[src/rtl/tadd3_pkg.sv]
// Package: shared encodings for the three-operand adder slice.
// Assumes 2-bit control codes as fixed by the decoder feeding the slice.
package tadd3_pkg;

    typedef enum logic [1:0] {
        HSEL_FULL = 2'd0,
        HSEL_LOW  = 2'd1,
        HSEL_HIGH = 2'd2,
        HSEL_RSV  = 2'd3
    } hsel_e;

    typedef enum logic [1:0] {
        PSH_NONE  = 2'd0,
        PSH_RIGHT = 2'd1,
        PSH_LEFT  = 2'd2,
        PSH_RSV   = 2'd3
    } psh_e;

    typedef struct packed {
        logic z;
        logic s;
        logic c;
        logic o;
    } cond_flags_t;

    localparam int unsigned NUM_OPS = 3;

endpackage

[src/rtl/tadd3_operand_prep.sv]
// Module: operand preparation. Selects the full word or one zero-extended
// half, then optionally negates in two's complement.
// Assumes W is even; the reserved code passes the word unchanged and raises rsv.
module tadd3_operand_prep
    import tadd3_pkg::*;
#(
    parameter int unsigned W = 32
) (
    input  logic [W-1:0] val_in,
    input  logic [1:0]   hcode,
    input  logic         negate,
    output logic [W-1:0] val_out,
    output logic         rsv
);
    localparam int unsigned HW = W / 2;

    logic [W-1:0] picked;
    hsel_e        sel;

    assign sel = hsel_e'(hcode);

    // Pick the requested portion of the operand.
    always_comb begin
        rsv = 1'b0;
        unique case (sel)
            HSEL_FULL: picked = val_in;
            HSEL_LOW:  picked = {{HW{1'b0}}, val_in[HW-1:0]};
            HSEL_HIGH: picked = {{HW{1'b0}}, val_in[W-1:HW]};
            default: begin
                picked = val_in;
                rsv    = 1'b1;
            end
        endcase
    end

    // Apply the optional two's-complement negation.
    always_comb begin
        if (negate) val_out = (~picked) + {{(W-1){1'b0}}, 1'b1};
        else        val_out = picked;
    end

endmodule

[src/rtl/tadd3_partial.sv]
// Module: first-stage adder and partial-sum shifter. Adds A and B with an
// optional carry-in, then shifts by half a word, applying the 33-bit
// correction on a right shift when the first addition carried out.
// Assumes operands already prepared; reserved shift code passes unchanged.
module tadd3_partial
    import tadd3_pkg::*;
#(
    parameter int unsigned W = 32
) (
    input  logic [W-1:0] a,
    input  logic [W-1:0] b,
    input  logic         cin_en,
    input  logic         cin,
    input  logic [1:0]   scode,
    output logic [W-1:0] psum,
    output logic [W-1:0] shifted,
    output logic         part_below_a,
    output logic         rsv
);
    localparam int unsigned HW = W / 2;
    localparam logic [W-1:0] HALF_ONE = {{(HW-1){1'b0}}, 1'b1, {HW{1'b0}}};

    logic [W:0] wide_sum;
    logic       carry1;
    psh_e       sh;

    assign sh = psh_e'(scode);

    // Widened first addition to expose the carry out.
    always_comb begin
        wide_sum = {1'b0, a} + {1'b0, b} + {{W{1'b0}}, (cin_en & cin)};
        psum     = wide_sum[W-1:0];
        carry1   = wide_sum[W];
    end

    // Unsigned comparison feeding the merged overflow flag.
    always_comb begin
        part_below_a = (psum < a);
    end

    // Shift the partial sum by half a word.
    always_comb begin
        rsv = 1'b0;
        unique case (sh)
            PSH_NONE:  shifted = psum;
            PSH_RIGHT: shifted = (psum >> HW) + (carry1 ? HALF_ONE : '0);
            PSH_LEFT:  shifted = psum << HW;
            default: begin
                shifted = psum;
                rsv     = 1'b1;
            end
        endcase
    end

endmodule

[src/rtl/tadd3_final.sv]
// Module: second-stage adder producing the sum and its raw condition bits.
// Assumes both inputs are already in final form.
module tadd3_final
    import tadd3_pkg::*;
#(
    parameter int unsigned W = 32
) (
    input  logic [W-1:0]   lhs,
    input  logic [W-1:0]   rhs,
    output logic [W-1:0]   sum,
    output cond_flags_t    raw
);
    logic [W:0] wide;

    // Final addition, widened for carry out.
    always_comb begin
        wide = {1'b0, lhs} + {1'b0, rhs};
        sum  = wide[W-1:0];
    end

    // Derive zero, sign, carry and signed overflow of the final addition.
    always_comb begin
        raw.z = (sum == '0);
        raw.s = sum[W-1];
        raw.c = wide[W];
        raw.o = (lhs[W-1] == rhs[W-1]) && (sum[W-1] != lhs[W-1]);
    end

endmodule

[src/rtl/tadd3_unit.sv]
// Module: top of the three-operand adder slice. Prepares three operands,
// forms and shifts the partial sum, adds the third operand and registers
// result, flags and the unsupported indication on an accepted strobe.
// Assumes a synchronous active-low reset and one operation per strobe.
module tadd3_unit
    import tadd3_pkg::*;
#(
    parameter int unsigned W = 32
) (
    input  logic         clk,
    input  logic         rst_n,
    input  logic         in_valid,
    input  logic [31:0]  opnd_a,
    input  logic [31:0]  opnd_b,
    input  logic [31:0]  opnd_c,
    input  logic [1:0]   half_a,
    input  logic [1:0]   half_b,
    input  logic [1:0]   half_c,
    input  logic         neg_a,
    input  logic         neg_b,
    input  logic         neg_c,
    input  logic         use_carry,
    input  logic         carry_in,
    input  logic [1:0]   shift_sel,
    input  logic         flag_en,
    output logic         out_valid,
    output logic [31:0]  result,
    output logic         flag_z,
    output logic         flag_s,
    output logic         flag_c,
    output logic         flag_o,
    output logic         unsupported
);
    logic [W-1:0] raw_ops  [NUM_OPS];
    logic [1:0]   hcodes   [NUM_OPS];
    logic         negs     [NUM_OPS];
    logic [W-1:0] prep_ops [NUM_OPS];
    logic [NUM_OPS-1:0] half_rsv;

    logic [W-1:0] psum, shifted, sum;
    logic         below_a, shift_rsv, combo_bad, unsup_now;
    cond_flags_t  raw, flags_q;

    // Gather per-operand inputs into arrays for the generate loop.
    always_comb begin
        raw_ops[0] = opnd_a; raw_ops[1] = opnd_b; raw_ops[2] = opnd_c;
        hcodes[0]  = half_a; hcodes[1]  = half_b; hcodes[2]  = half_c;
        negs[0]    = neg_a;  negs[1]    = neg_b;  negs[2]    = neg_c;
    end

    for (genvar i = 0; i < NUM_OPS; i++) begin : g_prep
        tadd3_operand_prep #(.W(W)) u_prep (
            .val_in  (raw_ops[i]),
            .hcode   (hcodes[i]),
            .negate  (negs[i]),
            .val_out (prep_ops[i]),
            .rsv     (half_rsv[i])
        );
    end

    tadd3_partial #(.W(W)) u_part (
        .a            (prep_ops[0]),
        .b            (prep_ops[1]),
        .cin_en       (use_carry),
        .cin          (carry_in),
        .scode        (shift_sel),
        .psum         (psum),
        .shifted      (shifted),
        .part_below_a (below_a),
        .rsv          (shift_rsv)
    );

    tadd3_final #(.W(W)) u_fin (
        .lhs (shifted),
        .rhs (prep_ops[2]),
        .sum (sum),
        .raw (raw)
    );

    // Detect undefined control combinations and reserved codes.
    always_comb begin
        combo_bad = use_carry && ((psh_e'(shift_sel) == PSH_RIGHT) || flag_en);
        unsup_now = combo_bad || (|half_rsv) || shift_rsv;
    end

    // Result, unsupported and valid registers.
    always_ff @(posedge clk) begin
        if (!rst_n) begin
            out_valid   <= 1'b0;
            result      <= '0;
            unsupported <= 1'b0;
        end else begin
            out_valid <= in_valid;
            if (in_valid) begin
                result      <= sum;
                unsupported <= unsup_now;
            end
        end
    end

    // Condition flag registers, updated only on a supported flag-writing op.
    always_ff @(posedge clk) begin
        if (!rst_n) begin
            flags_q <= '0;
        end else if (in_valid && flag_en && !unsup_now) begin
            flags_q.z <= raw.z;
            flags_q.s <= raw.s;
            flags_q.c <= raw.c;
            flags_q.o <= raw.o | below_a;
        end
    end

    assign flag_z = flags_q.z;
    assign flag_s = flags_q.s;
    assign flag_c = flags_q.c;
    assign flag_o = flags_q.o;

    logic unused_psum;
    assign unused_psum = ^psum;

endmodule

[config.mk]
export PLATFORM = sky130hd
export DESIGN_NAME = tadd3_unit
export DESIGN_NICKNAME = d
export VERILOG_FILES = /design/src/rtl/tadd3_pkg.sv /design/src/rtl/tadd3_operand_prep.sv /design/src/rtl/tadd3_partial.sv /design/src/rtl/tadd3_final.sv /design/src/rtl/tadd3_unit.sv
export SDC_FILE = /design/constraint.sdc
export NUM_CORES = 1
export LEC_CHECK = 0
export ABC_AREA = 1
export BUFFER_PORTS_ARGS = -buffer_cell sky130_fd_sc_hd__buf_4
export CAP_MARGIN = 0
export CORE_MARGIN = 3
export CORE_UTILIZATION = 44
export CTS_CLUSTER_DIAMETER = 60
export DETAILED_ROUTE_END_ITERATION = 7
export GPL_ROUTABILITY_DRIVEN = 1
export PLACE_DENSITY_LB_ADDON = 0.12
export RECOVER_POWER = 25
export SYNTH_ARGS = -nofsm -noshare
export SYNTH_HDL_FRONTEND = slang
export SYNTH_SLANG_ARGS = --single-unit
[constraint.sdc]
create_clock -name clk -period 8.3 [get_ports clk]
set_clock_uncertainty 0.2 [all_clocks]
set_input_delay 1.66 -clock clk [delete_from_list [all_inputs] [get_ports clk]]
set_output_delay 1.66 -clock clk [all_outputs]
set_load 0.02 [all_outputs]
Yosys cells after proc, flatten, opt, wreduce, memory -nomap -nowiden:

Cells that the tools add are included.

* register bits after elaboration: 38
* input bits: 113
* output and inout port bits: 38
* word-level logic and storage cells: 60

* add/subtract/negate cells: 7
* magnitude comparators: 1
* eq/ne operators: 10
* mux-type cells: 12
* bitwise gates (word level): 5
* reductions and logical operators: 18

Operators with widths (number)
* case mux 32 bit (2 select lines): 4
* adder 32 x 1 -> 32 bit (second input constant): 3
* two-way mux 32 bit: 3
* inverter 32 bit: 3
* adder 32 x 32 -> 33 bit: 2
* adder 33 x 1 -> 33 bit: 1
* adder 16 x 32 -> 32 bit: 1
* zero test 32 bit: 1
* < comparator 32 bit: 1
* two-way mux 17 bit: 1
* OR reduction 3 bit: 5
* == test 2 x 1 -> 1 bit (second input constant): 4
* == test 2 bit (second input constant): 4
* zero test 2 bit: 4
* logical AND 1 bit: 4
* two-way mux 1 bit: 4
* logical OR 1 bit: 3
* bitwise AND 1 bit: 1
* == test 1 bit: 1
* zero test 1 bit: 1
* inequality test 1 bit: 1
* bitwise OR 1 bit: 1

Longest topological paths before layout:

Gate-level depths: netlist of the first run.

* depth after elaboration: 14
* mapped depth: 50
* depth with buffers taken out: 50

Modules after synthesis:

A second synthesis of the first run with hierarchy kept.

* cell total of the unflattened synthesis: 2561
* area total of the unflattened synthesis: 13335.3 µm²

By module, submodules not included
* tadd3_operand_prep: instances 3, cells each 339, area each 1771.7 µm², seq. area each 0.0 µm²
* tadd3_partial: instances 1, cells each 764, area each 3813.7 µm², seq. area each 0.0 µm²
* tadd3_final: instances 1, cells each 586, area each 2750.1 µm², seq. area each 0.0 µm²
* tadd3_unit: instances 1, cells each 194, area each 1456.4 µm², seq. area each 760.7 µm²

Worst setup path after synthesis of the first run:

Ideal clock, no wire load.

* path type: input to register
* start: in half_a[0]
* end: reg flags_q (netlist bit flag_z)
* setup time: 71 ps
* arrival: 7468 ps
* required time: 8029 ps
* path slack: 561 ps
* stages: 40
* buffers on the path: 1
* path through: inv_1 ha_1 buf_6 nor2_8 nor2_1 a21oi_2 ha_1 inv_1 nor3_2 nand3_1 nor3_2 nand2_1 o31ai_1 xor2_1 inv_1 ha_1 nand2_1 nor4_1 [4 not listed] inv_1 o21ai_1 xor2_1 inv_2 o22ai_1 ha_1 a21oi_1 a21boi_0 o21ai_0 a21boi_0 o21ai_0 a21oi_1 xnor2_1 nor2_1 nand3b_1 nor2_1 nand4_1 a21oi_1

* cells in the longest elaborated chain, start to end: 12
* elaborated cells between the ends (all ways): 21
* those cells by class: add/sub (5); eq/ne (2); mux (5); bitwise (1); reduce/logical (8)

Ends and longest elaborated chain
* from (decl): line tadd3_unit.sv:16 `input logic [1:0] half_a,`
* == test 2 bit / == test 2 x 1 -> 1 bit (equally long branches): line tadd3_operand_prep.sv:25 `unique case (sel)`
* case mux 32 bit (2 select lines): line tadd3_operand_prep.sv:25
* inverter 32 bit: line tadd3_operand_prep.sv:38 `if (negate) val_out = (~picked) + {{(W-1){1'b0}}, 1'b1};`
* adder 32 x 1 -> 32 bit: line tadd3_operand_prep.sv:38
* two-way mux 32 bit: line tadd3_operand_prep.sv:38
* adder 32 x 32 -> 33 bit: line tadd3_partial.sv:31 `wide_sum = {1'b0, a} + {1'b0, b} + {{W{1'b0}}, (cin_en & cin)};`
* adder 33 x 1 -> 33 bit: line tadd3_partial.sv:31
* two-way mux 17 bit: line tadd3_partial.sv:46 `PSH_RIGHT: shifted = (psum >> HW) + (carry1 ? HALF_ONE : '0);`
* adder 16 x 32 -> 32 bit: line tadd3_partial.sv:46
* case mux 32 bit (2 select lines): line tadd3_partial.sv:44 `unique case (sh)`
* adder 32 x 32 -> 33 bit: line tadd3_final.sv:17 `wide = {1'b0, lhs} + {1'b0, rhs};`
* zero test 32 bit: line tadd3_final.sv:23 `raw.z = (sum == '0);`
* to (decl): line tadd3_unit.sv:42 `cond_flags_t raw, flags_q;`

Parallel ways exist; a longest one is shown, timed or not.
A chain may end at the register's enable or synchronous reset.

Final worst setup path of the first run:

* start: in half_a[1]
* end: reg flags_q (netlist bit flag_z)

The elaborated chain is that of the path after synthesis.

==> run metrics, run 1 <==
remaining antenna violation count 0; CP max FO 5; PD cells approximately 260 mW/mm^2; Hold Slack around 0.28 ns; I/O Pins between 150 and 200; total die area approximately 0.023 sq mm; # rows 52; kind of cell adding the most delay to the critical path simple AND/OR/NAND/NOR gates; initial antenna violation count 0; die span in x 152.4 um; Remaining DRCs 0; Post-Syn Area 0.009434 sq mm; P&R area growth vs syn 38.57%; final wirelength 34420 um; clock latency on the worst-skew pair 0.28 ns; Worst-Margin Slew between 0.7 and 0.8 ns; number of diodes 0; Peak VDD IR between 0.1 and 0.15 mV; Detailed Routing Iterations Pass 1 7; MaxCap Viol Count 0; Async SR Flop Fraction 0%; Worst-path clk slew roughly 0.06 ns; largest net degree at the start of global routing 42; Bufs and invs on worst path 5; Slew Limit Headroom approximately 46%; slowest cell on the critical path ha_1; Routed wire per std cell ~16 um; RD Place Congestion 0.9856; arrival time worst endpoint ~8.0 ns; EDFF count, synth 0; RSZ-0062 raised after global routing yes; f_max 125.0 MHz; initial DRC count 641; Switch Pwr ~0.0017 W; clock root cell clkbuf_16; Synth cell types between 50 and 60; Die Y about 150 um; Placement Setup Slack -0.6588 ns; CORE AREA between 0.02 and 0.025 sq mm; Hold Fails Final Rpt 0; Slew Limit Fails 0; Final Net Count 2120; hold buffers post-CTS 0; yosys warns 0; status complete, no violations; DPL Wire Length 29160 um; Seq pwr share under 10%; synthesized net count between 1500 and 2000; ratio of cells with drive above 1 in the final layout 28.94%; htree depth 2; post-synthesis sequential area ratio 8.064%; fin worst setup slack ~0.3 ns; most common cell after layout, fill and taps aside nand2_1; average size of a mapped cell around 6 sq um; Hold WC Path Type reg2reg; WS Path Type in2reg; Final min period 8.002 ns; Mapped Cells 1571; DR vias roughly 11000; Crit path required time between 8 and 9 ns; CP max stage delay ~0.4 ns; vias per inst about 5.2; Sink Count 38; Port Buffers 150; Internal Pwr Total 0.001691 W; period utilization a little over nine tenths; GRT Residual Overflow 0; clock network fraction of design power under 10%; register bit total from synthesis 38; combinational power share 86.3%; crit end category flop; Final Setup Violations 0; switching share of total power ~51%; total CTS buffers 5; predominant post-synthesis flop cell dfxtp_1; CP dominant cell by count nand2_2; Longest Clk Path Bufs 2; Lkg Pwr around 7 nW; Initial Util between 40% and 50%; CP startpoint kind input pin; GR Util All Layers about 27%; CTS tree done; commonest non-fill, non-tap cells in the layout nand2_1, buf_4, inv_1; first-pass GRT wire length 52160 um; vias in the first global route 10718
-- worst min-delay path: cells and delay by family (launching register included) --
| kind | cells | cell delay (ns) |
|---|---|---|
| compound gates | 1 | 0.08 |
| buf+inv | 1 | 0.05 |
| flops | 1 | 0.32 |
-- worst paths after layout --
| check | startpoint | end | slack (ns) | cells past startpoint |
|---|---|---|---|---|
| setup / recovery | half_a[1] | flag_z$_SDFFE_PN0P_ | 0.30 | 47 |
| hold / removal | result[15]$_SDFFE_PN0P_ | result[15]$_SDFFE_PN0P_ | 0.28 | 2 |
| setup reg to reg | flag_s$_SDFFE_PN0P_ | flag_s$_SDFFE_PN0P_ | 7.36 | 3 |
| hold reg to reg | result[15]$_SDFFE_PN0P_ | result[15]$_SDFFE_PN0P_ | 0.28 | 2 |
-- cells by family after synthesis --
family	Yosys count	synth area share, %
flops	38	8.064
fa+ha+maj	111	14.96
xor+xnor	140	13.24
buf+inv	290	11.92
simple gates	702	33.13
compound gates	290	18.69
-- area by class of cell --
class                      instances  area, sq um
multi-input combinational       1243         8230
fill                            2045         7552
inverter                         254        960.9
clock inverter                     1        30.03
tap                              270        337.8
timing repair buffer             354         2620
clock buffer                       7        132.6
sequential                        38        760.7
-- what timing repair did --
action	CTS	global route
setup buffers	0	25
setup endpoints to repair	11	24
cloned	0	0
pin swaps	2	87
gates resized for setup	7	151
-- cell usage after synthesis, drive strengths merged (17+ instances only) --
cell | number | area, sq um
xnor2 | 27 | 236.5
nand3 | 64 | 365.4
ha | 108 | 1351
o21ai | 95 | 505.5
a21oi | 93 | 503.0
o22ai | 24 | 150.1
nand2 | 385 | 1478
dfxtp | 38 | 760.7
inv | 254 | 953.4
nand4 | 17 | 118.9
nor2 | 189 | 837.1
xor2 | 113 | 1012
clkbuf | 25 | 93.84
nor3 | 25 | 177.7
-- power by group through the flow --
stage          combinational [W]  sequential, W  clock [W]
2_1_floorplan            0.00145       0.000312          0
3_3_place_gp             0.00264       0.000258          0
3_5_place_dp             0.00266       0.000259          0
4_1_cts                  0.00269       0.000256   0.000214
5_1_grt                  0.00321       0.000260   0.000224
6_report                 0.00296       0.000255   0.000213
-- flip-flops by register name, summed over array words and instances, names as in the netlist --
register	flops
out_valid	1
flag_c	1
result	32
flag_o	1
flag_s	1
flag_z	1
unsupported	1
-- metal layers --
layer | GRT usage, % | share of wire, % | up-vias
met3 | 3.067 | 4.1 | 60
met5 | 0 | 0 | -
li1 | - | - | 5732
met1 | 32.35 | 42 | 5227
met4 | 10.48 | 4.2 | 0
met2 | 48.92 | 49 | 313
-- stage by stage --
step	utilization (%)	total power, W	instances	cell area (sq um)	TNS [ns]
6_report	63.38	0.003424	2167	13070	0
5_1_grt	63.38	0.003692	2167	13070	-0.1272
4_1_cts	59.49	0.003161	2142	12270	0
3_5_place_dp	58.52	0.002924	2134	12070	-5.274
3_3_place_gp	58.52	0.002901	2134	12070	-5.880
2_1_floorplan	-	0.001765	1571	9434	0
Note: power is estimated with default switching activity, not from simulation.
==> run 2: changes to the inputs <==
CORE_UTILIZATION = 60   (was 44)
==> run 2 against run 1 <==
Net effect: the run now ends with max-capacitance violations, max-slew violations left; via count shrank 0.68%; combinational power shrank 9.5%; critical endpoint unchanged; worst hold slack worse by 0.0014 ns; flip-flop and latch count stayed put; core utilization up 15 points; register-to-register slack got worse by 0.20 ns; sequential share of layout area up 0.50 points.
==> run metrics, run 2 (synthesized netlist as in run 1, its figures left out) <==
switching share of total power approximately 54%; Placement Setup Slack -0.1659 ns; Initial Util between 60% and 70%; htree depth 2; DP Area about 0.011 sq mm; hold buffers post-CTS 0; CP max stage delay ~0.33 ns; Hold Fails Final Rpt 0; Hold Crit Depth 2; Most flops, register result; RR Endpoint result[26]$_SDFFE_PN0P_; Final Net Count slightly above 2000; Reg2Reg Depth 4; clock network fraction of design power under 10%; max reg flops 32; Final Setup Violations 0; crit end category flop; PnR Total Power approximately 0.0031 W; Slew Limit Headroom -7.051%; I/O Pins about 150; vias per inst approximately 5.6; combinational power share between 80% and 90%; Crit path required time between 8 and 9 ns; commonest non-fill, non-tap cells in the layout nand2_1, inv_1, buf_4; die span in x about 130 um; Worst-path clk slew 0.06 ns; Internal Pwr Total around 0.0014 W; Seq pwr share under 10%; total die area 0.01726 sq mm; DPL Wire Length around 27000 um; fin worst setup slack 0.2337 ns; PD cells about 260 mW/mm^2; post-route cell area between 0.01 and 0.015 sq mm; GRT Residual Overflow 0; Port Buffers 150; CORE AREA between 0.015 and 0.02 sq mm; Remaining DRCs 0; total CTS buffers 5; P&R area growth vs syn 27.69%; initial antenna violation count 0; # rows 45; f_max 124.0 MHz; number of diodes 0; largest net degree at the start of global routing between 40 and 50; clock latency on the worst-skew pair between 0.2 and 0.3 ns; Routed wire per std cell approximately 16 um; MaxCap Viol Count 1; fill count around 1200; Lkg Pwr around 6.6 nW; ratio of cells with drive above 1 in the final layout 23.60%; WS Path Type in2reg; Hold Slack around 0.28 ns; Hold Path Sink flag_z$_SDFFE_PN0P_; arrival time worst endpoint ~8.1 ns; CP startpoint kind input pin; RD Place Congestion 0.9929; slowest cell on the critical path ha_1; CTS tree done; Peak VDD IR between 0.1 and 0.15 mV; Final min period ~8.1 ns; Worst-Margin Slew roughly 1.6 ns; clock root cell clkbuf_16; TNS Setup 0 ns; Die Y about 130 um; Hold Startpoint flag_z$_SDFFE_PN0P_; initial DRC count 800; final wirelength between 30000 and 40000 um; Hold WC Path Type reg2reg; Sink Count 38; R2R setup slack ~7.2 ns; vias in the first global route 10374; Detailed Routing Iterations Pass 1 5; GR Util All Layers ~34%; most common cell after layout, fill and taps aside nand2_1; DR vias roughly 11000; Switch Pwr approximately 0.0017 W; period utilization between 90% and 100%; Longest Clk Path Bufs 2; failing checks max-capacitance violations, max-slew violations; R2R Path Start result[26]$_SDFFE_PN0P_; remaining antenna violation count 0; status finished, violations left; Slew Limit Fails 42; first-pass GRT wire length between 40000 and 50000 um; CP max FO 5
run 2: changes by cell type in the layout (fill, tap and decap cells not counted), sizes merged:
cell / delta
clkinv: +1
bufinv: -1
clkinvlp: +1
buf: -106
run 2: cell type report:
cell class,instances,area [sq um],area share (%)
clock inverter,2,12.51,0.1039
multi-input combinational,1243,8113,67.34
tap,211,264.0,2.192
sequential,38,760.7,6.315
timing repair buffer,249,1802,14.96
clock buffer,6,138.9,1.153
inverter,254,955.9,7.935
run 2: worst max-delay path, delay by kind of cell:
kind,cells,cell delay [ns]
AOI/OAI and AO/OA,7,1.43
xor gates and xnor gates,3,0.50
and+or+nand+nor,21,2.80
buffers and inverters,8,0.76
adders and majority gates,4,0.90
run 2: power by group through the flow:
| stage | Combinational, W | Clock (W) | Sequential, W |
|---|---|---|---|
| 4_1_cts | 0.00242 | 0.000190 | 0.000256 |
| 6_report | 0.00268 | 0.000190 | 0.000256 |
| 5_1_grt | 0.00289 | 0.000196 | 0.000261 |
| 3_5_place_dp | 0.00241 | 0 | 0.000259 |
| 2_1_floorplan | 0.00145 | 0 | 0.000312 |
| 3_3_place_gp | 0.00237 | 0 | 0.000257 |
run 2: per-layer routing:
metal  global-route usage [%]  up-vias  part of all wire [%]
li1                         -     5518                     -
met1                    38.07     5107                    38
met2                    62.50      477                    49
met3                    3.982      153                   5.6
met4                    19.31        0                   6.9
met5                        0        -                     0
run 2: worst max path at each step:
stage               startpoint                  end  slack, ns  depth (start not counted)
floorplan            half_a[0]  flag_z$_SDFFE_PN0P_       0.56                         40
global placement     half_a[0]  flag_z$_SDFFE_PN0P_      -0.03                         44
detailed placement   half_a[0]  flag_z$_SDFFE_PN0P_      -0.17                         43
CTS                  half_a[0]  flag_z$_SDFFE_PN0P_       0.08                         43
global route         half_a[0]  flag_z$_SDFFE_PN0P_      -0.21                         43
finish               half_a[0]  flag_z$_SDFFE_PN0P_       0.23                         43
run 2: metrics by stage:
stage / std cells / util, %
5_1_grt: 2003 / 78.66
3_5_place_dp: 1981 / 73.73
3_3_place_gp: 1981 / 73.73
6_report: 2003 / 78.66
4_1_cts: 1989 / 74.71
2_1_floorplan: 1571 / -
run 2: timing repair:
item | 4_1_cts | 5_1_grt
resized for setup | 0 | 118
buffers inserted | 0 | 14
endpoints found under the setup margin | 0 | 24
==> run 3: changes to the inputs <==
ABC_AREA = not set   (was 1)
==> run 3 against run 2 <==
Net effect: the run now fails in global routing (5_1_grt); synthesized cell count down 17%; synthesized area shrank 1.9%.
==> run metrics, run 3 <==
yosys warns 0; status stopped before the end; clock root cell clkbuf_16; Synth cell types 78; Mapped Cells 1301; post-synthesis sequential area ratio under 10%; RD Place Congestion around 1.1; synthesized net count ~1500; vias in the first global route about 19000; die span in x 130.2 um; register bit total from synthesis 38; synth cell count leaders ha_1, nor2_1, nand2_1, o21ai_0, a21oi_1; total CTS buffers 5; Post-Syn Area between 0.009 and 0.01 sq mm; EDFF count, synth 0; htree depth 2; GR Util All Layers between 80% and 90%; Initial Util ~63%; hold buffers post-CTS 0; Halt Reason [ERROR GRT-0116] Global routing finished with congestion. Check the congestion regions in the DRC Viewer.; Port Buffers 150; Die Y 130.2 um; first-pass GRT wire length between 100000 and 150000 um; average size of a mapped cell slightly above 7 sq um; Synth area leaders ha_1, dfxtp_1, xnor2_1, o21ai_0, a21oi_1; largest net degree at the start of global routing 40; # rows 44; Async SR Flop Fraction 0%; Longest Clk Path Bufs 2; Yosys top cell area share 14.60%; last stage reached global routing (5_1_grt); I/O Pins ~150; Yosys top cell by area ha_1; count leader, synth ha_1; GRT Residual Overflow approximately 700; predominant post-synthesis flop cell dfxtp_1; Sink Count 38; DPL Wire Length 33850 um
-- run 3: cell types whose count changed after synthesis, sizes merged, moves of 31 or more --
cell,previous run,this run
a21o,9,48
a22o,4,48
inv,254,70
mux2i,0,31
nand2,385,98
nand3,64,23
nor2,189,101
nor2b,0,42
xnor2,27,70
xor2,113,41
-- run 3: layer usage --
| layer | GRT overflow | track usage [%] |
|---|---|---|
| met1 | 16 | 79.69 |
| met2 | 481 | 111.1 |
| met3 | 4 | 73.60 |
| met4 | 191 | 99.82 |
| met5 | 0 | 33.24 |
-- run 3: cell families after synthesis --
kind of cell               synth area share (%)
buffers and inverters                     5.325
AOI/OAI and AO/OA                         33.10
and+or+nand+nor                           23.87
xor gates and xnor gates                  10.66
adders and majority gates                 15.35
muxes                                     3.473
DFF                                       8.217
-- run 3: repair_timing --
item,4_1_cts
gates resized for setup,114
buffers inserted,39
gates cloned,1
setup endpoints to repair,20
pin swaps,80
-- run 3: stage by stage --
| step | hold WS, ns | worst slack (ns) | TNS, ns | instances | cell area (sq um) |
|---|---|---|---|---|---|
| 3_5_place_dp | 0.2793 | -1.122 | -10.42 | 1956 | 13380 |
| 3_3_place_gp | 0.2657 | -0.6737 | -2.648 | 1956 | 13380 |
| 4_1_cts | 0.2943 | -0.4865 | -0.9016 | 2001 | 14370 |
| 2_1_floorplan | 0.3329 | -0.6536 | -0.6536 | 1301 | 9473 |
==> run 4: changes to the inputs <==
CORE_UTILIZATION = 40   (was 60)
CTS_CLUSTER_DIAMETER = not set   (was 60)
PLACE_DENSITY_LB_ADDON = 0.15   (was 0.12)
==> run 4 against run 3 <==
Net effect: the flow now finishes, with violations (max-capacitance violations, max-slew violations, negative setup slack); synthesized area did not move; synthesized cell count did not move.
==> run metrics, run 4 <==
yosys warns 0; Worst-path clk slew around 0.060 ns; Hold Crit Depth 2; Die Y approximately 160 um; CORE AREA roughly 0.023 sq mm; clock network fraction of design power 5.3%; post-route cell area 0.01504 sq mm; fin worst setup slack -0.5664 ns; number of diodes 0; Switch Pwr around 0.0019 W; Synth cell types 78; Detailed Routing Iterations Pass 1 6; EDFF count, synth 0; post-synthesis sequential area ratio under 10%; Bufs and invs on worst path 4; crit end category flop; Hold Startpoint flag_s$_SDFFE_PN0P_; CP dominant cell by count buf_6; WS Path Type in2reg; fill count between 2000 and 2500; Placement Setup Slack -1.100 ns; Slew Limit Fails 39; Final Net Count approximately 2100; average size of a mapped cell 7.116 sq um; arrival time worst endpoint about 8.9 ns; largest net degree at the start of global routing 40; Yosys top cell by area ha_1; Post-Syn Area between 0.009 and 0.01 sq mm; remaining antenna violation count 0; Post-Layout Cell Count 2129; Hold WC Path Type reg2reg; first-pass GRT wire length roughly 60000 um; ratio of cells with drive above 1 in the final layout 40.84%; switching share of total power 46.03%; Mapped Cells between 1000 and 1500; failing checks max-capacitance violations, max-slew violations, negative setup slack; Final min period 8.866 ns; Reg2Reg Depth 4; CTS tree done; Most flops, register result; Initial Util between 40% and 50%; synthesized net count about 1500; DP Area about 0.014 sq mm; RR Endpoint flag_o$_SDFFE_PN0P_; Remaining DRCs 0; most common cell after layout, fill and taps aside buf_4; Peak VDD IR ~0.13 mV; combinational power share 87.8%; # rows 55; CP max FO 6; area occupied by multi-input gates 0.009054 sq mm; Inst Count DP roughly 2100; register bit total from synthesis 38; final wirelength around 40000 um; GRT Residual Overflow 0; predominant post-synthesis flop cell dfxtp_1; period utilization 106.8%; count leader, synth ha_1; P&R area growth vs syn 62.47%; Longest Clk Path Bufs 2; Synth area leaders ha_1, dfxtp_1, xnor2_1, o21ai_0, a21oi_1; post-route core utilization about 66%; status finished, violations left; slowest cell on the critical path or4b_1; Lkg Pwr 7.167 nW; clock root cell clkbuf_16; f_max approximately 110 MHz; die span in x 158.1 um; total CTS buffers 5; htree depth 2; total die area approximately 0.025 sq mm; synth cell count leaders ha_1, nor2_1, nand2_1, o21ai_0, a21oi_1; Routed wire per std cell approximately 19 um; initial DRC count approximately 870; Sink Count 38; Register Area approximately 760 sq um; R2R Path Start flag_o$_SDFFE_PN0P_; max reg flops 32; CP startpoint kind input pin; Final Setup Violations 7; CP max stage delay between 0.5 and 0.6 ns; Hold Fails Final Rpt 0; Crit path required time approximately 8.3 ns; GR Util All Layers around 30%; clock latency on the worst-skew pair 0.28 ns; vias per inst between 5 and 6; kind of cell adding the most delay to the critical path simple AND/OR/NAND/NOR gates; MaxCap Viol Count 1; Internal Pwr Total between 0.002 and 0.0025 W; R2R setup slack about 7.1 ns; Async SR Flop Fraction 0%; Slew Limit Headroom -48.75%; Worst-Margin Slew between 2 and 2.5 ns; Seq pwr share 6.8%; DPL Wire Length between 30000 and 40000 um; initial antenna violation count 0; commonest non-fill, non-tap cells in the layout buf_4, nor2_1, nand2_1; PD cells about 270 mW/mm^2; Port Buffers 150; Hold Slack approximately 0.27 ns; Hold Path Sink flag_s$_SDFFE_PN0P_; Yosys top cell area share 14.60%; RSZ-0062 raised after global routing yes; hold buffers post-CTS 0; RD Place Congestion approximately 0.97; I/O Pins roughly 150; DR vias approximately 12000; vias in the first global route about 12000
run 4: cell counts after synthesis:
No cell type changed its count.
run 4: what timing repair did:
| action | in CTS | in global routing |
|---|---|---|
| buffers inserted | 13 | 29 |
| gates resized for setup | 59 | 134 |
| pin swaps | 37 | 95 |
| endpoints found under the setup margin | 18 | 18 |
run 4: metrics by stage:
stage	total power (W)	TNS [ns]
global placement	0.003418	-8.037
detailed placement	0.003462	-11.25
finish	0.004117	-1.520
global route	0.004405	-5.296
floorplan	0.001883	-0.6536
CTS	0.003826	-0.6457
run 4: cell families (layout without fill, tap and decap cells):
family                     count (synthesis)  in the layout  synth area share, %
AOI/OAI and AO/OA                        458            458                33.10
and+or+nand+nor                          423            423                23.87
buffers and inverters                    127            670                5.325
adders and majority gates                112            112                15.35
xor gates and xnor gates                 111            111                10.66
DFF                                       38             38                8.217
muxes                                     32             32                3.473
run 4: worst max-delay path by stage:
stage / startpoint / to / slack, ns / depth (start not counted)
global placement: half_a[0] / flag_z$_SDFFE_PN0P_ / -0.91 / 34
detailed placement: half_a[0] / flag_z$_SDFFE_PN0P_ / -1.10 / 34
global route: half_b[1] / flag_z$_SDFFE_PN0P_ / -0.84 / 33
floorplan: half_b[1] / flag_z$_SDFFE_PN0P_ / -0.65 / 37
finish: half_b[1] / flag_z$_SDFFE_PN0P_ / -0.57 / 35
CTS: half_b[0] / flag_z$_SDFFE_PN0P_ / -0.39 / 36
run 4: final cells by class:
type                    count  share of cell area, %
inverters                  72                  1.847
multi-input cells        1136                  60.19
repair buffers            590                  29.40
flip-flops and latches     38                  5.058
clock buffers               5                 0.8319
well taps                 285                  2.371
clock inverters             3                 0.2995
run 4: power by group through the flow:
stage	combinational (W)	clock [W]	sequential (W)
floorplan	0.00153	0	0.000357
global placement	0.00313	0	0.000284
detailed placement	0.00318	0	0.000285
CTS	0.00332	0.000223	0.000282
global route	0.00388	0.000231	0.000289
finish	0.00362	0.000220	0.000281
run 4: metal layers:
metal / global-route usage (%) / vias up / routed length [um]
met1: 35.70 / 5750 / 16170
met2: 55.19 / 410 / 19990
met5: 0 / - / 0
met4: 10.12 / 0 / 1769
met3: 3.663 / 102 / 2202
li1: - / 5904 / -
run 4: worst register-to-register path: cells and delay by family (launching register included):
family	cells	cell delay [ns]
compound gates	3	0.50
flops	1	0.32
simple gates	1	0.10
